### config.mk
export PLATFORM = sky130hd
export DESIGN_NAME = pio_access_ctrl
export DESIGN_NICKNAME = d
export VERILOG_FILES = /design/src/rtl/pio_access_pkg.sv /design/src/rtl/pio_pin_sync.sv /design/src/rtl/pio_chan_regs.sv /design/src/rtl/pio_xfer_seq.sv /design/src/rtl/pio_access_ctrl.sv
export SDC_FILE = /design/constraint.sdc
export NUM_CORES = 1
export LEC_CHECK = 0
export ABC_AREA = 1
export BUFFER_PORTS_ARGS = -buffer_cell sky130_fd_sc_hd__clkbuf_2
export CAP_MARGIN = 10
export CORE_ASPECT_RATIO = 0.5
export CORE_MARGIN = 3
export CORE_UTILIZATION = 50
export CTS_BUF_LIST = sky130_fd_sc_hd__clkbuf_8
export DETAILED_ROUTE_END_ITERATION = 16
export GPL_TIMING_DRIVEN = 0
export MAX_ROUTING_LAYER = met4
export PLACE_DENSITY = 0.66
export SYNTH_ARGS = -nofsm -noshare
export SYNTH_HDL_FRONTEND = slang
export SYNTH_HIERARCHICAL = 1
export SYNTH_SLANG_ARGS = --single-unit
export TNS_END_PERCENT = 100
### constraint.sdc
create_clock -name clk -period 1.9 [get_ports clk]
set_input_delay 0.38 -clock clk [delete_from_list [all_inputs] [get_ports clk]]
set_output_delay 0.38 -clock clk [all_outputs]
set_load 0.1 [all_outputs]
### src/rtl/pio_access_pkg.sv
package pio_access_pkg;

  typedef enum logic [1:0] {
    PH_IDLE = 2'd0,
    PH_CTRL = 2'd1,
    PH_INFO = 2'd2,
    PH_XFER = 2'd3
  } phase_e;

  localparam int BYTE_W  = 8;
  localparam int NUM_CH  = 2;
  localparam int SEL_LSB = 0;
  localparam int IC_POS  = 2;
  localparam int TOG_POS = 3;
  localparam int DIR_POS = 4;
  localparam int CLR_POS = 7;

  typedef struct packed {
    logic en;
    logic chan;
    logic val;
    logic pair;
  } wr_req_t;

endpackage

### src/rtl/pio_pin_sync.sv
module pio_pin_sync #(
  parameter int STAGES = 2
) (
  input  logic clk,
  input  logic rst_n,
  input  logic pin_i,
  input  logic clr_i,
  output logic level_o,
  output logic act_o
);

  logic [STAGES-1:0] sync_q;
  logic              prev_q;
  logic              edge_seen;

  always_ff @(posedge clk or negedge rst_n) begin
    if (!rst_n) begin
      sync_q <= '1;
      prev_q <= 1'b1;
      act_o  <= 1'b0;
    end else begin
      sync_q <= {sync_q[STAGES-2:0], pin_i};
      prev_q <= sync_q[STAGES-1];
      if (clr_i)          act_o <= 1'b0;
      else if (edge_seen) act_o <= 1'b1;
    end
  end

  assign level_o   = sync_q[STAGES-1];
  assign edge_seen = sync_q[STAGES-1] ^ prev_q;

  a_r8_edge_sets: assert property (@(posedge clk) disable iff (!rst_n)
    (edge_seen && !clr_i) |=> act_o);
  a_r8_latch_holds: assert property (@(posedge clk) disable iff (!rst_n)
    (act_o && !clr_i) |=> act_o);
  a_r8_clear_wins: assert property (@(posedge clk) disable iff (!rst_n)
    clr_i |=> !act_o);

endmodule

### src/rtl/pio_chan_regs.sv
module pio_chan_regs
  import pio_access_pkg::*;
(
  input  logic              clk,
  input  logic              rst_n,
  input  wr_req_t           wr_i,
  output logic [NUM_CH-1:0] ff_o
);

  logic pend_q;

  always_ff @(posedge clk or negedge rst_n) begin
    if (!rst_n) begin
      ff_o   <= '1;
      pend_q <= 1'b1;
    end else if (wr_i.en) begin
      if (wr_i.pair) begin
        if (!wr_i.chan) pend_q <= wr_i.val;
        else            ff_o   <= {wr_i.val, pend_q};
      end else begin
        ff_o[wr_i.chan] <= wr_i.val;
      end
    end
  end

  // a held A bit of a synchronous pair must not move either output
  a_r6_pair_holds: assert property (@(posedge clk) disable iff (!rst_n)
    (wr_i.en && wr_i.pair && !wr_i.chan) |=> $stable(ff_o));
  a_r6_idle_holds: assert property (@(posedge clk) disable iff (!rst_n)
    !wr_i.en |=> $stable(ff_o));

endmodule

### src/rtl/pio_xfer_seq.sv
module pio_xfer_seq
  import pio_access_pkg::*;
(
  input  logic              clk,
  input  logic              rst_n,
  input  logic              bus_reset,
  input  logic              cmd_start,
  input  logic              rx_valid,
  input  logic              rx_bit,
  output logic              rx_ready,
  input  logic              tx_ready,
  output logic              tx_valid,
  output logic              tx_bit,
  input  logic [NUM_CH-1:0] pin_lvl,
  input  logic [BYTE_W-1:0] info_i,
  output logic              clr_act_o,
  output wr_req_t           wr_o,
  output logic              busy_o
);

  localparam int CW = $clog2(2 * BYTE_W);

  phase_e            phase_q;
  logic [CW-1:0]     cnt_q;
  logic [BYTE_W-1:0] ctrl_q;
  logic [BYTE_W-1:0] info_q;
  logic              dir_rd_q;
  logic              on_b_q;
  logic              tx_vld_q;
  logic              tx_q;

  logic [1:0] sel;
  logic       both;
  logic       cur_chan;
  logic       rd_val;
  logic       rx_fire;
  logic       tx_fire;
  logic       last_bit;

  assign sel      = ctrl_q[SEL_LSB +: 2];
  assign both     = (sel == 2'b11);
  assign cur_chan = both ? on_b_q : (sel == 2'b10);
  assign rd_val   = (sel == 2'b00) ? 1'b1 : pin_lvl[cur_chan];
  assign rx_ready = (phase_q == PH_CTRL) || ((phase_q == PH_XFER) && !dir_rd_q);
  assign tx_valid = tx_vld_q;
  assign tx_bit   = tx_q;
  assign rx_fire  = rx_valid && rx_ready;
  assign tx_fire  = tx_vld_q && tx_ready;
  assign last_bit = (cnt_q == CW'(BYTE_W - 1));
  assign busy_o   = (phase_q != PH_IDLE);

  assign clr_act_o = (phase_q == PH_CTRL) && rx_fire && last_bit &&
                     rx_bit && !bus_reset;

  always_comb begin
    wr_o      = '0;
    wr_o.en   = (phase_q == PH_XFER) && rx_fire && (sel != 2'b00) && !bus_reset;
    wr_o.chan = cur_chan;
    wr_o.val  = rx_bit;
    wr_o.pair = both && ctrl_q[IC_POS];
  end

  always_ff @(posedge clk or negedge rst_n) begin
    if (!rst_n) begin
      phase_q  <= PH_IDLE;
      cnt_q    <= '0;
      ctrl_q   <= '0;
      info_q   <= '0;
      dir_rd_q <= 1'b0;
      on_b_q   <= 1'b0;
      tx_vld_q <= 1'b0;
      tx_q     <= 1'b1;
    end else if (bus_reset) begin
      phase_q  <= PH_IDLE;
      tx_vld_q <= 1'b0;
    end else begin
      unique case (phase_q)
        PH_IDLE: begin
          if (cmd_start) begin
            phase_q <= PH_CTRL;
            cnt_q   <= '0;
          end
        end
        PH_CTRL: begin
          if (rx_fire) begin
            if (cnt_q < CW'(BYTE_W)) ctrl_q[cnt_q[CW-2:0]] <= rx_bit;
            if (cnt_q == CW'(2 * BYTE_W - 1)) begin
              phase_q <= PH_INFO;
              cnt_q   <= '0;
              info_q  <= info_i;
            end else begin
              cnt_q <= cnt_q + 1'b1;
            end
          end
        end
        PH_INFO: begin
          if (!tx_vld_q && tx_ready) begin
            tx_q     <= info_q[cnt_q[CW-2:0]];
            tx_vld_q <= 1'b1;
          end
          if (tx_fire) begin
            tx_vld_q <= 1'b0;
            if (last_bit) begin
              phase_q  <= PH_XFER;
              cnt_q    <= '0;
              dir_rd_q <= ctrl_q[DIR_POS];
              on_b_q   <= 1'b0;
            end else begin
              cnt_q <= cnt_q + 1'b1;
            end
          end
        end
        PH_XFER: begin
          if (dir_rd_q && !tx_vld_q && tx_ready) begin
            tx_q     <= rd_val;
            tx_vld_q <= 1'b1;
          end
          if (dir_rd_q ? tx_fire : rx_fire) begin
            tx_vld_q <= 1'b0;
            cnt_q    <= last_bit ? '0 : cnt_q + 1'b1;
            if (both) on_b_q <= !on_b_q;
            if (last_bit && ctrl_q[TOG_POS]) dir_rd_q <= !dir_rd_q;
          end
        end
        default: phase_q <= PH_IDLE;
      endcase
    end
  end

  a_r10_tx_stable: assert property (@(posedge clk) disable iff (!rst_n || bus_reset)
    (tx_valid && !tx_ready) |=> (tx_valid && $stable(tx_bit)));
  a_r10_no_overlap: assert property (@(posedge clk) disable iff (!rst_n)
    !(tx_valid && rx_ready));
  a_r11_start_ignored: assert property (@(posedge clk) disable iff (!rst_n)
    (busy_o && cmd_start && !bus_reset) |=> busy_o);
  a_r9_reset_idle: assert property (@(posedge clk) disable iff (!rst_n)
    bus_reset |=> (!busy_o && !rx_ready && !tx_valid));

endmodule

### src/rtl/pio_access_ctrl.sv
module pio_access_ctrl
  import pio_access_pkg::*;
#(
  parameter int SYNC_STAGES = 2
) (
  input  logic clk,
  input  logic rst_n,
  input  logic bus_reset,
  input  logic cmd_start,
  input  logic rx_valid,
  output logic rx_ready,
  input  logic rx_bit,
  output logic tx_valid,
  input  logic tx_ready,
  output logic tx_bit,
  input  logic pio_a_pin,
  input  logic pio_b_pin,
  input  logic chan_b_en,
  output logic pio_a_drive,
  output logic pio_b_drive,
  output logic busy
);

  logic [NUM_CH-1:0] pins;
  logic [NUM_CH-1:0] lvl;
  logic [NUM_CH-1:0] act;
  logic [NUM_CH-1:0] ff;
  logic [BYTE_W-1:0] info;
  logic              clr_act;
  wr_req_t           wr;

  assign pins = {pio_b_pin, pio_a_pin};

  for (genvar g = 0; g < NUM_CH; g++) begin : g_ch
    pio_pin_sync #(.STAGES(SYNC_STAGES)) sync_i (
      .clk     (clk),
      .rst_n   (rst_n),
      .pin_i   (pins[g]),
      .clr_i   (clr_act),
      .level_o (lvl[g]),
      .act_o   (act[g])
    );
  end

  assign info = {1'b0, chan_b_en, act, lvl, ff};

  pio_xfer_seq seq_i (
    .clk       (clk),
    .rst_n     (rst_n),
    .bus_reset (bus_reset),
    .cmd_start (cmd_start),
    .rx_valid  (rx_valid),
    .rx_bit    (rx_bit),
    .rx_ready  (rx_ready),
    .tx_ready  (tx_ready),
    .tx_valid  (tx_valid),
    .tx_bit    (tx_bit),
    .pin_lvl   (lvl),
    .info_i    (info),
    .clr_act_o (clr_act),
    .wr_o      (wr),
    .busy_o    (busy)
  );

  pio_chan_regs regs_i (
    .clk   (clk),
    .rst_n (rst_n),
    .wr_i  (wr),
    .ff_o  (ff)
  );

  assign pio_a_drive = ff[0];
  assign pio_b_drive = ff[1];

  // the outputs keep their values across a bus reset
  a_r9_ff_hold: assert property (@(posedge clk) disable iff (!rst_n)
    bus_reset |=> $stable({pio_b_drive, pio_a_drive}));

endmodule

* Yosys cells after proc, flatten, opt, wreduce, memory -nomap -nowiden *
Index checks and enable logic that the tools add are counted.

storage, ports and cells
  input port bits = 10
  register bits after elaboration = 36
  output and inout port bits = 6
  word-level logic and storage cells = 143

cells by class
  multiplexer cells = 52
  eq/ne operators = 24
  $add $sub $neg = 1
  bitwise operators = 4
  reduce and logical (&&, ||, !) cells = 41
  $lt $le $gt $ge = 5

operators with widths
  cell                                                                           count
  1-bit two-way mux                                                              27
  4-bit two-way mux                                                              6
  6-bit AND reduction                                                            3
  1-bit logical AND                                                              17
  2-bit two-way mux                                                              8
  4-bit case mux with 4 select lines                                             1
  4-bit AND reduction                                                            3
  2-bit by 1-bit inequality test with 1-bit output (second input constant)       5
  2-bit inequality test (second input constant)                                  5
  2-bit nonzero test                                                             5
  3-bit by 2-bit inequality test with 1-bit output (second input constant)       3
  8-bit bitwise mux                                                              1
  2-bit == test (second input constant)                                          4
  1-bit case mux with 2 select lines                                             4
  3-bit inequality test (second input constant)                                  2
  2-bit case mux with 3 select lines                                             1
  3-bit AND reduction                                                            2
  5-bit AND reduction                                                            1
  4-bit by 1-bit adder with 4-bit output (second input constant)                 1
  4-bit by 3-bit == test with 1-bit output (second input constant)               1
  4-bit == test (second input constant)                                          1
  1-bit logical NOT                                                              4
  2-bit logical NOT                                                              2
  3-bit by 4-bit less-than comparator with 1-bit output (second input constant)  1
  other kinds (17)                                                               19

* Logic depth before layout (Yosys ltp) *
  word-level depth = 9
  mapped depth = 11
  depth with buffers taken out = 10

* Hierarchy *
Netlist, hierarchy kept.

modules (own cells, without submodules)
  module           sequential area each (um^2)  area each (um^2)  instances  cells each
  pio_xfer_seq     576.8                        1544.0            1          204
  pio_pin_sync     103.8                        138.9             2          13
  pio_chan_regs    78.8                         171.4             1          26
  pio_access_ctrl  0.0                          3.8               1          1

* Worst setup path after synthesis *
OpenSTA, ideal clock, no wires.

  path type = flip-flop to flip-flop
  start point = reg seq_i.phase_q[1]
  end point = reg regs_i.ff_o[1]
  data required time = 1.822 ns
  buffers on the path = 0
  arrival time = 1.912 ns
  path slack = -0.090 ns
  stages on the path, launching flop included = 10
  library setup time = 0.078 ns
  period minus slack after synthesis = 1.990 ns
  cell sequence = dfrtp_1 > inv_1 > ha_1 > inv_2 > nand2_2 > nand3_1 > nor3_1 > nand2_1 > o21ai_0 > inv_1

RTL lines
  what                           RTL line             source
  start, declared                pio_xfer_seq.sv:23   phase_e phase_q;
  start signal, assigned         pio_xfer_seq.sv:65   phase_q <= PH_IDLE;
  start signal, assigned         pio_xfer_seq.sv:74   phase_q <= PH_IDLE;
  start signal, assigned         pio_xfer_seq.sv:80   phase_q <= PH_CTRL;
  end signal, assigned           pio_chan_regs.sv:19  else ff_o <= {wr_i.val, pend_q};
  end signal, assigned by index  pio_chan_regs.sv:21  ff_o[wr_i.chan] <= wr_i.val;
  end, declared                  pio_chan_regs.sv:7   output logic [NUM_CH-1:0] ff_o

* Worst setup path after layout *
  start point = reg seq_i.phase_q[0]
  end point = out rx_ready

on the way
  longest elaborated chain between the ends = 3
  elaborated cells on any way between the ends = 4
  classes of those cells = eq/ne: 2; reduce/logical: 2

ends and longest elaborated chain
  what                  RTL line               source
  2-bit == test         pio_xfer_seq.sv:44     assign rx_ready = (phase_q == PH_CTRL) || ((phase_q == PH_XFER) && !dir_rd_q);
  1-bit logical AND     pio_xfer_seq.sv:44
  1-bit logical OR (*)  pio_xfer_seq.sv:44
  end, declared         pio_access_ctrl.sv:11  output logic rx_ready,

Mark *: on every way between the ends. The rest lies on a longest branch, timed or not.

==> impl_metrics.tcl <==
set metrics [dict create \
    outcome "complete, no violations" \
    avgSynthCellArea_um2 7.770 \
    hp-start "pio_a_pin" \
    grt_pass1_wl_mm 7.010 \
    cts_tree "yes" \
    rsz0062_at_grt "true" \
    skew_ps 3.198 \
    ant_nets 0 \
    critPathLaunchType "flip-flop" \
    root_buffer "clkbuf_8" \
    min_to "g_ch[0].sync_i/sync_q[0]" \
    drv_cap 0 \
    fill_cells 342 \
    syn_area_um2 1997 \
    critPathCaptureType "output port" \
    fin_crit_sh_pct 96.52 \
    vias 1644 \
    synth_area_leaders "dfrtp_1 30%, dfstp_2 13%, nand2_1 13%" \
    synth_top_area_cell "dfrtp_1" \
    place_congestion 0.9350 \
    cp.required_ps 1520 \
    power.share.clock_pct 23.5 \
    clk_pin_slew_worst_paths_ps 70 \
    r2r_start "seq_i/phase_q[0]" \
    yosysUniqueCellTypes 31 \
    boundaryPins 16 \
    combPwrFrac_pct 39.3 \
    drv_slew 0 \
    total_power_uw 2392 \
    hpwl_mm 3.128 \
    tightest_slew_ps 831.3 \
    drc_errors 0 \
    yosysSeqAreaShare_pct 43.23 \
    numPortBuffers 15 \
    layout-drive-gt1-share_pct 27.50 \
    max_slew_margin_pct 44.58 \
    fmaxAchievable_mhz 545.3 \
    antenna_found_initial 0 \
    synth_top_cell_area_share_pct 30.08 \
    synth_warnings 6 \
    leakagePower_uw 0.001115 \
    ir_drop_mv 0.6360 \
    cp.arrival_ps 1450 \
    syn_nets 272 \
    fin_nets 294 \
    clock_latency_ps 290 \
    diodes 0 \
    finalCriticalPeriod_ps 1834 \
    p_sw_share_pct 43.53 \
    core_um2 3622 \
    die_h_um 50.69 \
    fin_area_um2 2262 \
    start_util_pct 55.13 \
    grt_max_degree 35 \
    dieArea_um2 4834 \
    r2r_end "regs_i/pend_q" \
    hold_buffers 0 \
    critical_path_class "reg2out" \
    syn_inst 257 \
    die_x_um 95.38 \
    cp_max_fo 8 \
    final_cells 331 \
    grtUsageTotal_pct 20.32 \
    hold_viol 0 \
    areaGrowthSynthToFinish_pct 13.28 \
    row_count 15 \
    fin_setup_tns_ps 0 \
    drt-pass1-iter-count 4 \
    dr.first_iter.drc_count 84 \
    placedInstanceArea_um2 2141 \
    ys_seq_elements 34 \
    synth_edf_count 0 \
    numCtsBuffers 5 \
    yosys_most_used_dff "dfrtp_1" \
    reg2reg_slack_ps 250 \
    yosysMostFrequentCell "nand2_1" \
    async_flop_share_pct 100.0 \
    holdPathStages 1 \
    wl_per_cell_um 12.41 \
    grt_pass1_vias 1519 \
    clkSinkCount 34 \
    switchingPower_uw 1041 \
    p_int_uw 1351 \
    setup_viol 0 \
    h-tree-depth 2 \
    wl_mm 4.108 \
    clockBufferDepth 2 \
    hp-class "in2reg" \
    synth_commonest_cells "69 x nand2_1, 34 x inv_1, 28 x nand3_1" \
    power.density_nw_per_um2 1057 \
    overflow 0 \
    power_frac_seq_pct 37.3 \
    postCtsSetupBuffers 0 \
    reg2reg_depth 8 \
    routed_via_density 4.967 \
    place_inst 323 \
]
-- worst max path at each step --
stage / startpoint / cells past startpoint / endpoint
global placement: seq_i/phase_q[1] / 9 / regs_i/ff_o[1]
detailed placement: seq_i/phase_q[1] / 8 / regs_i/pend_q
global route: seq_i/phase_q[1] / 9 / regs_i/ff_o[1]
CTS: seq_i/phase_q[0] / 5 / rx_ready
floorplan: seq_i/phase_q[1] / 9 / regs_i/ff_o[1]
finish: seq_i/phase_q[0] / 5 / rx_ready
-- logic make-up after synthesis --
group                    after synthesis  share of synthesized area (%)
AO/OA/AOI/OAI                         22                          7.331
XOR/XNOR                               1                         0.4387
adder cells (fa/ha/maj)                5                          3.133
buffers and inverters                 48                          10.21
flip-flops                            34                          43.23
multiplexers                           3                          1.692
other                                  1                         0.1878
AND/OR/NAND/NOR                      143                          33.77
-- metrics by stage --
| stage | util [%] | worst slack [ps] | hold WS [ps] |
|---|---|---|---|
| finish | 62.45 | 66.10 | 168.9 |
| global route | 62.45 | -1.521 | 149.8 |
| CTS | 62.25 | 24.10 | 160.1 |
| detailed placement | 59.10 | -48.40 | 348.2 |
| global placement | 59.10 | -3.196 | 346.3 |
| floorplan | - | 73.11 | 84.41 |
-- power by group through the flow --
stage	Clock, µW	Combinational [µW]	Sequential, µW
after CTS	585	926	892
after detailed placement	0	894	905
after floorplan	0	623	998
final	561	939	892
after global placement	0	879	905
after global routing	625	1030	904
-- sequential cells by signal, indices dropped and copies added, names as in the netlist, 2 cells and up --
signal              count
g_ch.sync_i/act_o       2
g_ch.sync_i/prev_q      2
g_ch.sync_i/sync_q      4
regs_i/ff_o             2
seq_i/cnt_q             4
seq_i/ctrl_q            5
seq_i/info_q            8
seq_i/phase_q           2
-- cell type report --
class                      instances  area [µm²]  area share, %
multi-input combinational        175       948.4          41.92
sequential                        34       863.3          38.16
inverter                          43       161.4          7.135
timing repair buffer              15       87.58          3.872
clock buffer                       6       82.58          3.650
tap                               51       63.81          2.821
buffer                             5       42.54          1.881
clock inverter                     2       12.51         0.5531
-- what timing repair did --
action / CTS / global route
cloned: 0 / 0
pin swaps: 0 / 0
resized for setup: 5 / 3
endpoints found under the setup margin: 5 / 3
-- critical path, cell delays in order (launching register included) --
cell     delay (ps)
dfrtp_1         420
ha_1            220
buf_4           170
nand2_2         110
nand2_4          70
buf_8           170
-- routing by layer --
| metal | share of wire (%) | global-route usage (%) | up-vias |
|---|---|---|---|
| li1 | - | - | 848 |
| met1 | 51 | 28.02 | 753 |
| met2 | 43 | 27.81 | 43 |
| met3 | 5.8 | 6.737 | 0 |
| met4 | 0 | 7.075 | 0 |
| met5 | 0 | - | - |
-- cell usage in the layout, fill, tap and decap left out, types with 2 or more instances in the layout --
cell / n
mux2_1: 3
nand3_1: 28
buf_4: 4
nand2_4: 2
dfrtp_1: 24
clkbuf_2: 13
inv_2: 9
o21ai_2: 8
nor2_1: 20
nor3_1: 2
ha_1: 4
a31oi_1: 2
o21ai_1: 2
o21ai_0: 5
clkbuf_8: 6
buf_8: 2
a21oi_1: 4
nand4_1: 3
nand3_2: 4
nand2_2: 7
nand2_1: 69
inv_1: 34
nor2_2: 2
dfstp_2: 10
(Power assumes the default switching activity.)
